--- src/rtl/wiper_pkg.sv ---
package wiper_pkg;
  localparam int WIPER_W = 8;
  localparam int MIDSCALE_BIT = 6;
  localparam int SHUTDOWN_BIT = 5;

  typedef enum logic [3:0] {
    ST_IDLE,
    ST_ADDR,
    ST_ADDR_ACK,
    ST_INSTR,
    ST_INSTR_ACK,
    ST_DATA,
    ST_DATA_ACK,
    ST_READ,
    ST_READ_ACK,
    ST_IGNORE
  } bus_state_t;
endpackage

--- src/rtl/wiper_bus_sync.sv ---
module wiper_bus_sync #(
  parameter int STAGES = 2
) (
  input  logic clk,
  input  logic rst,
  input  logic scl_i,
  input  logic sda_i,
  output logic sda_s,
  output logic scl_rise,
  output logic scl_fall,
  output logic start_det,
  output logic stop_det
);
  logic [STAGES-1:0] scl_pipe;
  logic [STAGES-1:0] sda_pipe;
  logic              scl_q;
  logic              sda_q;
  logic              scl_s;

  generate
    if (STAGES == 1) begin : g_single
      always_ff @(posedge clk) begin
        if (rst) begin
          scl_pipe <= '1;
          sda_pipe <= '1;
        end else begin
          scl_pipe <= scl_i;
          sda_pipe <= sda_i;
        end
      end
    end else begin : g_chain
      always_ff @(posedge clk) begin
        if (rst) begin
          scl_pipe <= '1;
          sda_pipe <= '1;
        end else begin
          scl_pipe <= {scl_pipe[STAGES-2:0], scl_i};
          sda_pipe <= {sda_pipe[STAGES-2:0], sda_i};
        end
      end
    end
  endgenerate

  assign scl_s = scl_pipe[STAGES-1];
  assign sda_s = sda_pipe[STAGES-1];

  always_ff @(posedge clk) begin
    if (rst) begin
      scl_q <= 1'b1;
      sda_q <= 1'b1;
    end else begin
      scl_q <= scl_s;
      sda_q <= sda_s;
    end
  end

  assign scl_rise  = scl_s & ~scl_q;
  assign scl_fall  = ~scl_s & scl_q;
  assign start_det = scl_s & scl_q & sda_q & ~sda_s;
  assign stop_det  = scl_s & scl_q & ~sda_q & sda_s;
endmodule

--- src/rtl/wiper_bus_fsm.sv ---
module wiper_bus_fsm
  import wiper_pkg::*;
#(
  parameter int                  DATA_W     = WIPER_W,
  parameter logic [DATA_W-3:0]   ADDR_FIXED = 6'b010110
) (
  input  logic              clk,
  input  logic              rst,
  input  logic              sda_s,
  input  logic              scl_rise,
  input  logic              scl_fall,
  input  logic              start_det,
  input  logic              stop_det,
  input  logic              addr_sel,
  input  logic [DATA_W-1:0] rd_value,
  output logic              sda_drv,
  output logic              instr_we,
  output logic              instr_rs,
  output logic              instr_sd,
  output logic              data_we,
  output logic [DATA_W-1:0] data_val
);
  localparam int CNT_W = $clog2(DATA_W);
  localparam logic [CNT_W-1:0] LAST_BIT = (CNT_W)'(DATA_W - 1);

  bus_state_t        state_q;
  logic [CNT_W-1:0]  cnt_q;
  logic              full_q;
  logic [DATA_W-1:0] shreg_q;
  logic [DATA_W-1:0] txreg_q;
  logic              rw_q;
  logic              nack_q;
  logic              addr_hit;

  assign addr_hit = (shreg_q[DATA_W-1:1] == {ADDR_FIXED, addr_sel});

  always_ff @(posedge clk) begin
    if (rst) begin
      state_q  <= ST_IDLE;
      cnt_q    <= '0;
      full_q   <= 1'b0;
      shreg_q  <= '0;
      txreg_q  <= '0;
      rw_q     <= 1'b0;
      nack_q   <= 1'b0;
      sda_drv  <= 1'b0;
      instr_we <= 1'b0;
      instr_rs <= 1'b0;
      instr_sd <= 1'b0;
      data_we  <= 1'b0;
      data_val <= '0;
    end else begin
      instr_we <= 1'b0;
      data_we  <= 1'b0;
      if (start_det) begin
        state_q <= ST_ADDR;
        cnt_q   <= '0;
        full_q  <= 1'b0;
        sda_drv <= 1'b0;
      end else if (stop_det) begin
        state_q <= ST_IDLE;
        cnt_q   <= '0;
        full_q  <= 1'b0;
        sda_drv <= 1'b0;
      end else begin
        case (state_q)
          ST_ADDR, ST_INSTR, ST_DATA: begin
            if (scl_rise && !full_q) begin
              shreg_q <= {shreg_q[DATA_W-2:0], sda_s};
              if (cnt_q == LAST_BIT) full_q <= 1'b1;
              else                   cnt_q  <= cnt_q + 1'b1;
            end else if (scl_fall && full_q) begin
              full_q <= 1'b0;
              cnt_q  <= '0;
              case (state_q)
                ST_ADDR: begin
                  if (addr_hit) begin
                    rw_q    <= shreg_q[0];
                    sda_drv <= 1'b1;
                    state_q <= ST_ADDR_ACK;
                  end else begin
                    state_q <= ST_IGNORE;
                  end
                end
                ST_INSTR: begin
                  instr_we <= 1'b1;
                  instr_rs <= shreg_q[MIDSCALE_BIT];
                  instr_sd <= shreg_q[SHUTDOWN_BIT];
                  sda_drv  <= 1'b1;
                  state_q  <= ST_INSTR_ACK;
                end
                default: begin
                  data_we  <= 1'b1;
                  data_val <= shreg_q;
                  sda_drv  <= 1'b1;
                  state_q  <= ST_DATA_ACK;
                end
              endcase
            end
          end
          ST_ADDR_ACK: begin
            if (scl_fall) begin
              if (rw_q) begin
                txreg_q <= rd_value;
                sda_drv <= ~rd_value[DATA_W-1];
                cnt_q   <= '0;
                state_q <= ST_READ;
              end else begin
                sda_drv <= 1'b0;
                state_q <= ST_INSTR;
              end
            end
          end
          ST_INSTR_ACK: begin
            if (scl_fall) begin
              sda_drv <= 1'b0;
              state_q <= ST_DATA;
            end
          end
          ST_DATA_ACK: begin
            if (scl_fall) begin
              sda_drv <= 1'b0;
              state_q <= ST_IGNORE;
            end
          end
          ST_READ: begin
            if (scl_fall) begin
              if (cnt_q == LAST_BIT) begin
                sda_drv <= 1'b0;
                cnt_q   <= '0;
                state_q <= ST_READ_ACK;
              end else begin
                sda_drv <= ~txreg_q[DATA_W-2];
                txreg_q <= {txreg_q[DATA_W-2:0], 1'b0};
                cnt_q   <= cnt_q + 1'b1;
              end
            end
          end
          ST_READ_ACK: begin
            if (scl_rise) begin
              nack_q <= sda_s;
            end else if (scl_fall) begin
              if (nack_q) begin
                state_q <= ST_IGNORE;
              end else begin
                txreg_q <= rd_value;
                sda_drv <= ~rd_value[DATA_W-1];
                cnt_q   <= '0;
                state_q <= ST_READ;
              end
            end
          end
          default: ;
        endcase
      end
    end
  end

  // the drive level only moves on a falling SCL edge or a bus condition
  assert_drive_on_fall_R9: assert property (@(posedge clk) disable iff (rst)
    !$stable(sda_drv) |-> $past(scl_fall || start_det || stop_det));

  assert_restart_decode_R10: assert property (@(posedge clk) disable iff (rst)
    start_det |=> (state_q == ST_ADDR && cnt_q == '0 && !full_q));

  assert_stop_release_R11: assert property (@(posedge clk) disable iff (rst)
    stop_det |=> (!sda_drv && state_q == ST_IDLE));

  // an unmatched address never leads to a strobe into the register file
  assert_ignore_quiet_R3: assert property (@(posedge clk) disable iff (rst)
    (state_q == ST_IGNORE) |-> (!instr_we && !data_we));
endmodule

--- src/rtl/wiper_regs.sv ---
module wiper_regs #(
  parameter int                DATA_W   = 8,
  parameter logic [DATA_W-1:0] MIDSCALE = 8'h80
) (
  input  logic              clk,
  input  logic              rst,
  input  logic              instr_we,
  input  logic              instr_rs,
  input  logic              instr_sd,
  input  logic              data_we,
  input  logic [DATA_W-1:0] data_val,
  output logic [DATA_W-1:0] reg_q,
  output logic              sd_q,
  output logic [DATA_W-1:0] wiper_q
);
  logic              hold_q;
  logic [DATA_W-1:0] reg_n;
  logic              sd_n;
  logic              hold_n;

  always_comb begin
    reg_n  = reg_q;
    sd_n   = sd_q;
    hold_n = hold_q;
    if (instr_we) begin
      sd_n   = instr_sd;
      hold_n = instr_rs;
      if (instr_rs) reg_n = MIDSCALE;
    end
    if (data_we && !hold_q) reg_n = data_val;
  end

  always_ff @(posedge clk) begin
    if (rst) begin
      reg_q   <= MIDSCALE;
      sd_q    <= 1'b0;
      hold_q  <= 1'b0;
      wiper_q <= MIDSCALE;
    end else begin
      reg_q   <= reg_n;
      sd_q    <= sd_n;
      hold_q  <= hold_n;
      wiper_q <= sd_n ? '0 : reg_n;
    end
  end

  assert_midscale_load_R5: assert property (@(posedge clk) disable iff (rst)
    (instr_we && instr_rs) |=> (reg_q == MIDSCALE));

  assert_shutdown_keeps_reg_R6: assert property (@(posedge clk) disable iff (rst)
    (instr_we && instr_sd && !instr_rs && !data_we) |=> (reg_q == $past(reg_q)));

  assert_data_commit_R7: assert property (@(posedge clk) disable iff (rst)
    (data_we && !hold_q) |=> (reg_q == $past(data_val)));

  assert_shutdown_output_R6: assert property (@(posedge clk) disable iff (rst)
    (instr_we && instr_sd) |=> (sd_q && wiper_q == '0));
endmodule

--- src/rtl/wiper_i2c_slave.sv ---
module wiper_i2c_slave
  import wiper_pkg::*;
#(
  parameter int                     SYNC_STAGES = 2,
  parameter int                     DATA_W      = WIPER_W,
  parameter logic [DATA_W-3:0]      ADDR_FIXED  = 6'b010110,
  parameter logic [DATA_W-1:0]      MIDSCALE    = 8'h80
) (
  input  logic              clk,
  input  logic              rst,
  input  logic              scl_i,
  input  logic              sda_i,
  input  logic              addr_sel_i,
  output logic              sda_pull_o,
  output logic [DATA_W-1:0] wiper_o,
  output logic              shutdown_o,
  output logic [DATA_W-1:0] wiper_reg_o
);
  logic              sda_s;
  logic              scl_rise;
  logic              scl_fall;
  logic              start_det;
  logic              stop_det;
  logic              instr_we;
  logic              instr_rs;
  logic              instr_sd;
  logic              data_we;
  logic [DATA_W-1:0] data_val;
  logic [DATA_W-1:0] reg_value;

  wiper_bus_sync #(
    .STAGES(SYNC_STAGES)
  ) u_sync (
    .clk      (clk),
    .rst      (rst),
    .scl_i    (scl_i),
    .sda_i    (sda_i),
    .sda_s    (sda_s),
    .scl_rise (scl_rise),
    .scl_fall (scl_fall),
    .start_det(start_det),
    .stop_det (stop_det)
  );

  wiper_bus_fsm #(
    .DATA_W    (DATA_W),
    .ADDR_FIXED(ADDR_FIXED)
  ) u_fsm (
    .clk      (clk),
    .rst      (rst),
    .sda_s    (sda_s),
    .scl_rise (scl_rise),
    .scl_fall (scl_fall),
    .start_det(start_det),
    .stop_det (stop_det),
    .addr_sel (addr_sel_i),
    .rd_value (reg_value),
    .sda_drv  (sda_pull_o),
    .instr_we (instr_we),
    .instr_rs (instr_rs),
    .instr_sd (instr_sd),
    .data_we  (data_we),
    .data_val (data_val)
  );

  wiper_regs #(
    .DATA_W  (DATA_W),
    .MIDSCALE(MIDSCALE)
  ) u_regs (
    .clk     (clk),
    .rst     (rst),
    .instr_we(instr_we),
    .instr_rs(instr_rs),
    .instr_sd(instr_sd),
    .data_we (data_we),
    .data_val(data_val),
    .reg_q   (reg_value),
    .sd_q    (shutdown_o),
    .wiper_q (wiper_o)
  );

  assign wiper_reg_o = reg_value;
endmodule

--- config.mk ---
export PLATFORM = sky130hd
export DESIGN_NAME = wiper_i2c_slave
export DESIGN_NICKNAME = d
export VERILOG_FILES = /design/src/rtl/wiper_pkg.sv /design/src/rtl/wiper_bus_sync.sv /design/src/rtl/wiper_bus_fsm.sv /design/src/rtl/wiper_regs.sv /design/src/rtl/wiper_i2c_slave.sv
export SDC_FILE = /design/constraint.sdc
export NUM_CORES = 1
export LEC_CHECK = 0
export BUFFER_PORTS_ARGS = -buffer_cell sky130_fd_sc_hd__buf_2
export CORE_MARGIN = 5
export CORE_UTILIZATION = 50
export CTS_CLUSTER_SIZE = 16
export DETAILED_ROUTE_END_ITERATION = 8
export PLACE_DENSITY = 0.71
export SETUP_SLACK_MARGIN = 0.3
export SLEW_MARGIN = 10
export SYNTH_ARGS = -nofsm -noshare
export SYNTH_HDL_FRONTEND = slang
export SYNTH_HIERARCHICAL = 1
export SYNTH_SLANG_ARGS = --single-unit
--- constraint.sdc ---
create_clock -name clk -period 2.3 [get_ports clk]
set_input_delay 0.23 -clock clk [delete_from_list [all_inputs] [get_ports clk]]
set_output_delay 0.23 -clock clk [all_outputs]
set_load 0.005 [all_outputs]
After elaboration in Yosys (flattened, before gate mapping)
Cells that the tools add are included.
{"block": "op_classes", "add_sub_neg": 1, "shifts": 0, "mul": 0, "magnitude_cmp": 0, "n_mux": 58, "n_reduce_logical": 28, "eq_ne": 36, "bitwise_logic": 19, "div": 0}
{"operator": "7-bit two-way mux", "count": 7}
{"operator": "4-bit two-way mux", "count": 11}
{"operator": "10-bit AND reduction", "count": 4}
{"operator": "3-bit two-way mux", "count": 11}
{"operator": "8-bit two-way mux", "count": 4}
{"operator": "4-bit by 3-bit != test with 1-bit output, second input constant", "count": 7}
{"operator": "4-bit one-hot mux with 6 select lines", "count": 1}
{"operator": "7-bit one-hot mux with 3 select lines", "count": 1}
{"operator": "1-bit two-way mux", "count": 20}
{"operator": "2-bit by 1-bit != test with 1-bit output, second input constant", "count": 9}
{"operator": "4-bit by 3-bit equality test with 1-bit output, second input constant", "count": 4}
{"operator": "1-bit NOT", "count": 12}
{"operator": "3-bit one-hot mux with 4 select lines", "count": 1}
{"operator": "6-bit AND reduction", "count": 2}
{"operator": "2-bit != test, second input constant", "count": 5}
{"operator": "9-bit AND reduction", "count": 1}
{"operator": "4-bit by 2-bit equality test with 1-bit output, second input constant", "count": 2}
{"operator": "4-bit != test, second input constant", "count": 2}
{"operator": "4-bit one-hot mux with 2 select lines", "count": 1}
{"operator": "4-bit AND reduction", "count": 2}
{"operator": "8-bit nonzero test", "count": 1}
{"operator": "1-bit bitwise AND", "count": 7}
{"operator": "7-bit by 6-bit equality test with 1-bit output", "count": 1}
{"operator": "7-bit AND reduction", "count": 1}
{"operator": "19 further kinds", "count": 25}
{"block": "totals", "latch_bits": 0, "mem_bits_ro": 0, "ramBits": 0, "out_inout_bits": 18, "elab_cells": 165, "regBits": 62, "memories": 0}

Logic depth before layout (Yosys ltp)
Gate-level depths: netlist of run 1.
{"block": "depth", "ltp_word": 8, "ltp_mapped": 8, "depth_no_buf": 7}

By module
Netlist of run 1, hierarchy kept.
{"mod": "wiper_bus_fsm", "n_inst": 1, "area_each_um2": 1981.9, "seq_area_each_um2": 760.7, "cells_each": 222}
{"mod": "wiper_regs", "n_inst": 1, "area_each_um2": 619.3, "seq_area_each_um2": 360.3, "cells_each": 60}
{"mod": "wiper_bus_sync", "n_inst": 1, "area_each_um2": 190.2, "seq_area_each_um2": 120.1, "cells_each": 16}

Worst setup path before layout of run 1
No wires, ideal clock.
{"block": "synth_timing", "kind": "register to register", "startpoint": "register u_sync.scl_q", "endpoint": "register u_fsm.sda_drv", "synth_period_minus_slack_ps": 1863, "stages_incl_launch_ff": 7, "path_slack_ps": 437, "setup_ps": 116, "n_path_buf": 0, "t_arrival_ps": 1747, "cell_sequence": "dfxtp_1 nor2b_1 nor2b_1 a2bb2oi_1 o211ai_2 or4_1 o211a_1"}
{"block": "synth_via", "word_cells_on_any_way": 19}
{"item": "from (decl)", "line_no": "wiper_bus_sync.sv:16", "rtl": "logic scl_q;"}
{"item": "from (signal assigned)", "line_no": "wiper_bus_sync.sv:52", "rtl": "scl_q <= scl_s;"}
{"item": "1-bit bitwise AND *", "line_no": "wiper_bus_sync.sv:58", "rtl": "assign scl_fall = ~scl_s & scl_q;"}
{"item": "named net scl_fall", "line_no": "wiper_i2c_slave.sv:21", "rtl": "logic scl_fall;"}
{"item": "1-bit logical AND", "line_no": "wiper_bus_fsm.sv:72", "rtl": "end else if (scl_fall && full_q) begin"}
{"item": "2-bit by 1-bit != test with 1-bit output (no line)"}
{"item": "10-bit AND reduction (no line) *"}
{"item": "to (signal assigned)", "line_no": "wiper_bus_fsm.sv:105", "rtl": "sda_drv <= ~rd_value[DATA_W-1];"}
{"item": "to (signal assigned)", "line_no": "wiper_bus_fsm.sv:133", "rtl": "sda_drv <= ~txreg_q[DATA_W-2];"}
{"item": "to (signal assigned)", "line_no": "wiper_bus_fsm.sv:147", "rtl": "sda_drv <= ~rd_value[DATA_W-1];"}
{"item": "to (decl)", "line_no": "wiper_bus_fsm.sv:16", "rtl": "output logic sda_drv,"}
The timed path passes the listed nets; every way through them passes the cells marked *.
A chain may end at the register's enable or synchronous reset.

Final worst setup path of run 1
Ends and elaborated chain as after synthesis.

==> summary.txt, run 1 <==
Worst setup path
  • CP cell instances: nor2b_4 > nor2b_1 > a2bb2oi_2 > o211ai_2 > or4_1 > o211a_1
  • Worst EP required: between 2000 and 3000 ps
  • CP Max Fanout: 7
  • Crit path DAT: approximately 2100 ps
  • Crit Path Class: register to register
  • Slowest CP cell: or4_1
  • Crit start category: register
  • Nature of the critical path endpoint: register
  • Slowest Stage Delay on Critical Path: 540 ps

Pwr
  • Sequential share of power: 0.433
  • Internal Pwr Total: 0.001988 W
  • Comb pwr share: 0.180
  • Lkg Pwr: approximately 1.4 nW
  • Max VDD drop: around 0.47 mV
  • Switching share of total power: 0.2905
  • Power per Cell Area: about 860 nW/um^2
  • Clock Power Share: 0.387
  • Sw power: between 0.0008 and 0.0009 W

Synth
  • Unique masters post-synth: 54
  • Post-synthesis mux area share: 0.1080
  • Post-synth EDFFs: 0
  • Yosys warnings: 6
  • Xor/xnor cell area share of the yosys netlist: 0.006275
  • Top cell type's share of synthesized area: 0.4446
  • Post-synthesis compound-gate area fraction: 0.1542
  • Largest family of logic cells by synthesized area: simple AND/OR/NAND/NOR gates
  • Post-Syn Area: ~2800 sq um
  • Top cells by count, synth: dfxtp_1, nor2_1, mux2i_1
  • Cells after synthesis: a little under 300
  • Leading area contributor after synthesis: dfxtp_1
  • Synth Area in Simple Gates: 0.2420
  • Flops & latches, synth: 62
  • Syn Nets: between 300 and 400
  • Most frequent cell after synthesis: dfxtp_1
  • Top post-synthesis cells by area: dfxtp_1, mux2i_1, nor2_1, a21oi_1, and3b_2
  • Async SR Flop Fraction: 0
  • Syn avg cell area: about 9.4 sq um
  • Sequential share of the synthesized area: 0.4446
  • Top_reg_cell synth: dfxtp_1
  • Adder-Cell Fraction of Synth Area: 0.008965

Flow run
  • Total of max-cap violations: 0

Finish
  • Fin area: approximately 3200 sq um
  • Post-layout util: 0.5919
  • Proportion of layout cells with a drive suffix above 1: 0.2067
  • Multi-input combinational cell area: between 1000 and 1500 sq um
  • Sequential cell area: around 1200 sq um
  • # fillers: 531
  • Nets: approximately 330
  • Diode count: 0
  • P&R area growth vs syn: 16.05%

CTS
  • CTS Sinks: 62
  • CTS tree: built
  • Max clock buf depth: 2
  • Root Buffer: clkbuf_8
  • Hold-fix buffers, CTS: 0
  • H-tree levels: 3
  • Latest clock arrival within the worst-skew pair: about 340 ps
  • Clock transition at path regs: ~70 ps
  • TritonCTS Buffers: 9

Placement
  • Placed standard-cell area: ~3000 sq um
  • Dpl hpwl: ~4200 um
  • I/O Buffers: 22
  • Final GP Congestion: 0.8472
  • Place WS: around 160 ps

Timing
  • Final Hold Slack: about 64 ps
  • Setup WS post-layout: just over 400 ps
  • Max-slew headroom: 0.6406
  • Fmax: between 500 and 600 MHz
  • Clock Skew: ~10 ps
  • Final Slew Violations: 0
  • Fin crit period: approximately 1900 ps
  • Tightest Pin Transition: approximately 540 ps
  • Period utilization: 0.8252
  • Final Hold Fails: 0
  • Final setup vio count: 0
  • RSZ-0062 raised after global routing: false
  • Setup total negative slack: 0 ps

Worst hold path
  • Hold Crit Class: input port to register

Global routing
  • Antenna violations before repair: 0
  • Number of global-route vias before repair: approximately 2100
  • Total gr overflow: 0
  • Largest net degree at the start of global routing: 34
  • Total Routing Usage GR: 0.1789
  • First-pass GRT wire length: 10170 um

Die
  • DIE AREA: 7177 sq um
  • Die Ht: roughly 85 um
  • DIE WIDTH: 84.72 um
  • IO Pins: 23
  • Core Area: approximately 5500 sq um
  • Starting density of the core: 0.5101
  • Num rows: 27

Drt
  • DRC: 0
  • TritonRoute pass-1 iters: 4
  • Vias per inst: roughly 5.7
  • Routed WL per cell: ~15 um
  • Detail Route Antenna Nets: 0
  • Total Routed Length: between 6000 and 7000 um
  • Routed via count: around 2300
  • Detailed Route Iter0 Violations: between 100 and 150

Outcome
  • Result of the run: finished clean
## placed cells by master (no fill, tap or decap), types with 3 or more instances in the layout
master	netlist	routed
nor2b_1	6	4
nand2b_1	8	8
buf_2	8	22
nand3_1	5	5
and3b_2	7	7
dfxtp_1	62	58
nand2_1	8	8
nor3_1	5	5
mux2i_1	29	29
or2_1	8	8
nor2_1	45	44
o21ai_0	10	10
inv_1	4	4
nand4_1	4	4
nand4b_1	3	3
a311oi_1	6	6
a21o_1	3	3
a21oi_1	18	18
a31oi_1	9	9
buf_4	2	9
dfxtp_2	0	3
clkbuf_8	0	10
## critical path, delay by kind of cell (launching register included)
| family | cells | cell delay [ps] |
|---|---|---|
| and+or+nand+nor | 3 | 930 |
| AOI/OAI and AO/OA | 3 | 500 |
| DFF | 1 | 360 |
## metal layers
layer | global-route usage | vias to the layer above | share of wire
li1 | - | 1134 | -
met3 | 0.05397 | 9 | 0.042
met4 | 0.08345 | 0 | 0.014
met1 | 0.2379 | 1087 | 0.47
met5 | 0 | - | 0
met2 | 0.2655 | 53 | 0.47
## power by group through the flow
| stage | sequential, W | combinational (W) | clock, W |
|---|---|---|---|
| floorplan | 0.00117 | 0.000438 | 0 |
| global placement | 0.00123 | 0.000444 | 0 |
| detailed placement | 0.00123 | 0.000455 | 0 |
| CTS | 0.00121 | 0.000480 | 0.00111 |
| global route | 0.00122 | 0.000552 | 0.00117 |
| finish | 0.00121 | 0.000504 | 0.00108 |
## metrics by stage
stage               total power [W]  instances
finish                     0.002802        401
global route               0.002943        401
CTS                        0.002801        398
detailed placement         0.001684        382
global placement           0.001670        382
floorplan                  0.001610        298
## cell families (layout without fill, tap and decap cells)
group,after synthesis,after routing
adders and majority gates,2,2
DFF,62,62
and+or+nand+nor,118,118
AOI/OAI and AO/OA,64,64
xor gates and xnor gates,2,2
muxes,30,30
buffers and inverters,20,51
## final timing paths
path                                    startpoint                 end  slack [ps]  cells after the start
worst max-delay path                  u_sync/scl_q       u_fsm/sda_drv         400                      6
worst min-delay path                         scl_i  u_sync/scl_pipe[0]          60                      2
worst max register to register        u_sync/scl_q       u_fsm/sda_drv         400                      6
worst min register to register  u_sync/scl_pipe[0]  u_sync/scl_pipe[1]         410                      1
## registers in the layout, indices dropped and copies added (netlist names), 2 cells and up
signal / count
u_fsm/data_val: 8
u_fsm/shreg_q: 8
u_fsm/state_q: 4
u_sync/scl_pipe: 2
u_regs/wiper_q: 8
u_regs/reg_q: 8
u_fsm/cnt_q: 3
u_sync/sda_pipe: 2
u_fsm/txreg_q: 7
## area by class of cell
class	instances	share of cell area
Multi-Input combinational cell	216	0.4562
Sequential cell	62	0.3855
Timing Repair Buffer	31	0.05485
Clock buffer	10	0.04249
Clock inverter	6	0.02858
Tap cell	72	0.02781
Inverter	4	0.004635
## what timing repair did
action / in CTS / in global routing
endpoints found under the setup margin: 9 / 20
endpoints found under the hold margin: 0 / 0
pin swaps: 0 / 1
setup buffers: 0 / 3
resized for setup: 7 / 5
Power figures use the tool's default switching activity.
==> run 2, diff against run 1 <==
Settings changed: PLACE_DENSITY 0.71 to 0.73.
Clock period 2.3 ns to 1.7 ns, I/O delays scaled along.
==> summary.txt, run 2 (synthesized netlist as in run 1, its figures left out) <==
Worst setup path
  • Crit start category: register
  • Nature of the critical path endpoint: register
  • Reg-to-reg setup timing slack: -220 ps
  • CP Max Fanout: 4
  • Crit path DAT: ~2200 ps
  • Crit Path Class: register to register
  • Worst EP required: between 1500 and 2000 ps

Finish
  • Post-layout util: 0.7140
  • Most frequent cells in the layout: dfxtp_1, buf_4, nor2_1
  • Commonest non-fill, non-tap cell in the layout: dfxtp_1
  • # fillers: approximately 400
  • Sequential cell area: between 1000 and 1500 sq um
  • Nets: roughly 390
  • Proportion of layout cells with a drive suffix above 1: 0.3876
  • Diode count: 0
  • Multi-input combinational cell area: roughly 1700 sq um
  • P&R area growth vs syn: 39.98%
  • Post-Layout Cell Count: about 460

CTS
  • H-tree levels: 3
  • Max clock buf depth: 2
  • CTS tree: built
  • Root Buffer: clkbuf_8
  • Clock transition at path regs: ~70 ps
  • CTS Sinks: 62
  • Latest clock arrival within the worst-skew pair: roughly 340 ps
  • TritonCTS Buffers: 9

Die
  • Starting density of the core: 0.5101
  • DIE AREA: ~7200 sq um
  • Die Ht: around 85 um
  • Num rows: 27
  • IO Pins: 23
  • DIE WIDTH: ~85 um
  • Core Area: 5473 sq um

Timing
  • Setup total negative slack: -1200 ps
  • Final Slew Violations: 0
  • Max-slew headroom: 0.6615
  • Final Hold Fails: 0
  • RSZ-0062 raised after global routing: true
  • Fin crit period: about 1900 ps
  • Fmax: roughly 520 MHz
  • Tightest Pin Transition: 500.9 ps
  • Period utilization: 1.129
  • Final setup vio count: 16
  • Setup WS post-layout: -218.7 ps
  • Clock Skew: 9.449 ps

Flow run
  • Total of max-cap violations: 0

Drt
  • Total Routed Length: between 7000 and 8000 um
  • Routed via count: between 2000 and 3000
  • Vias per inst: around 5.7
  • Detail Route Antenna Nets: 0
  • TritonRoute pass-1 iters: 4
  • Routed WL per cell: ~17 um
  • Detailed Route Iter0 Violations: approximately 140
  • DRC: 0

Placement
  • I/O Buffers: 22
  • Dpl hpwl: 4969 um
  • Final GP Congestion: 0.9200
  • DP Cell Count: ~420
  • Place WS: -129.0 ps

Global routing
  • Largest net degree at the start of global routing: 24
  • First-pass GRT wire length: between 10000 and 15000 um
  • Total gr overflow: 0
  • Antenna violations before repair: 0
  • Number of global-route vias before repair: ~2400
  • Total Routing Usage GR: 0.2070

Outcome
  • Result of the run: complete, but fails checks
  • Violated checks: setup timing

Pwr
  • Lkg Pwr: roughly 1.7 nW
  • Max VDD drop: between 0.6 and 0.7 mV
  • Power per Cell Area: 1068 nW/um^2
  • Total Power: about 0.0042 W

Worst hold path
  • Hold Crit Class: input port to register
run 2: changes by cell type in the layout (fill, tap and decap cells not counted), sizes merged:
cell	delta
o211a	+1
buf	+55
and3	+1
clkinvlp	+1
bufinv	-1
dlygate4sd3	+1
run 2: what timing repair did:
action,in CTS,in global routing
gates cloned,0,2
resized for setup,32,20
setup endpoints to repair,37,39
buffers inserted,6,10
endpoints found under the hold margin,1,0
hold buffers,1,0
pin swaps,11,19
run 2: path summary, 6_finish.rpt:
check	depth (start not counted)	end	from
max	7	u_fsm/state_q[2]	u_fsm/state_q[0]
min	2	u_sync/sda_pipe[0]	sda_i
max reg2reg	7	u_fsm/state_q[2]	u_fsm/state_q[0]
min reg2reg	1	u_sync/scl_pipe[1]	u_sync/scl_pipe[0]
run 2: worst max-delay path: stages (launching register included):
cell and delay (ps):
dfxtp_2 350, buf_6 120, nor4b_4 310, a221o_1 190, o211ai_2 120, buf_4 170
or4_1 400, a21oi_1 170
run 2: per-layer routing:
layer  up-vias  global-route usage  part of all wire
met2        79              0.3331              0.49
met4         0             0.07914             0.025
met1      1281              0.2755              0.45
met3        20             0.03827             0.044
met5         -                   0                 0
li1       1256                   -                 -
run 2: area by class of cell:
class                   instances  share of cell area
clock buffers                  10             0.03522
clock inverters                 6             0.01793
inverters                       4            0.003842
multi-input cells             218              0.4304
flip-flops and latches         62              0.3212
well taps                      72             0.02305
repair buffers                 87              0.1684
run 2: where the power goes:
| part | internal, W | switching, W | total, W |
|---|---|---|---|
| combinational | 0.000615 | 0.000645 | 0.00126 |
| sequential | 0.00153 | 0.0000608 | 0.00159 |
| clock | 0.000724 | 0.000605 | 0.00133 |
| total | 0.00286 | 0.00131 | 0.00417 |
run 2: stage by stage:
stage	hold WS, ps	instance area, sq um
after floorplan	267.1	2889
after global placement	351.3	3329
after detailed placement	354.0	3329
after CTS	1.889	3726
after global routing	32.90	3908
final	15.66	3908
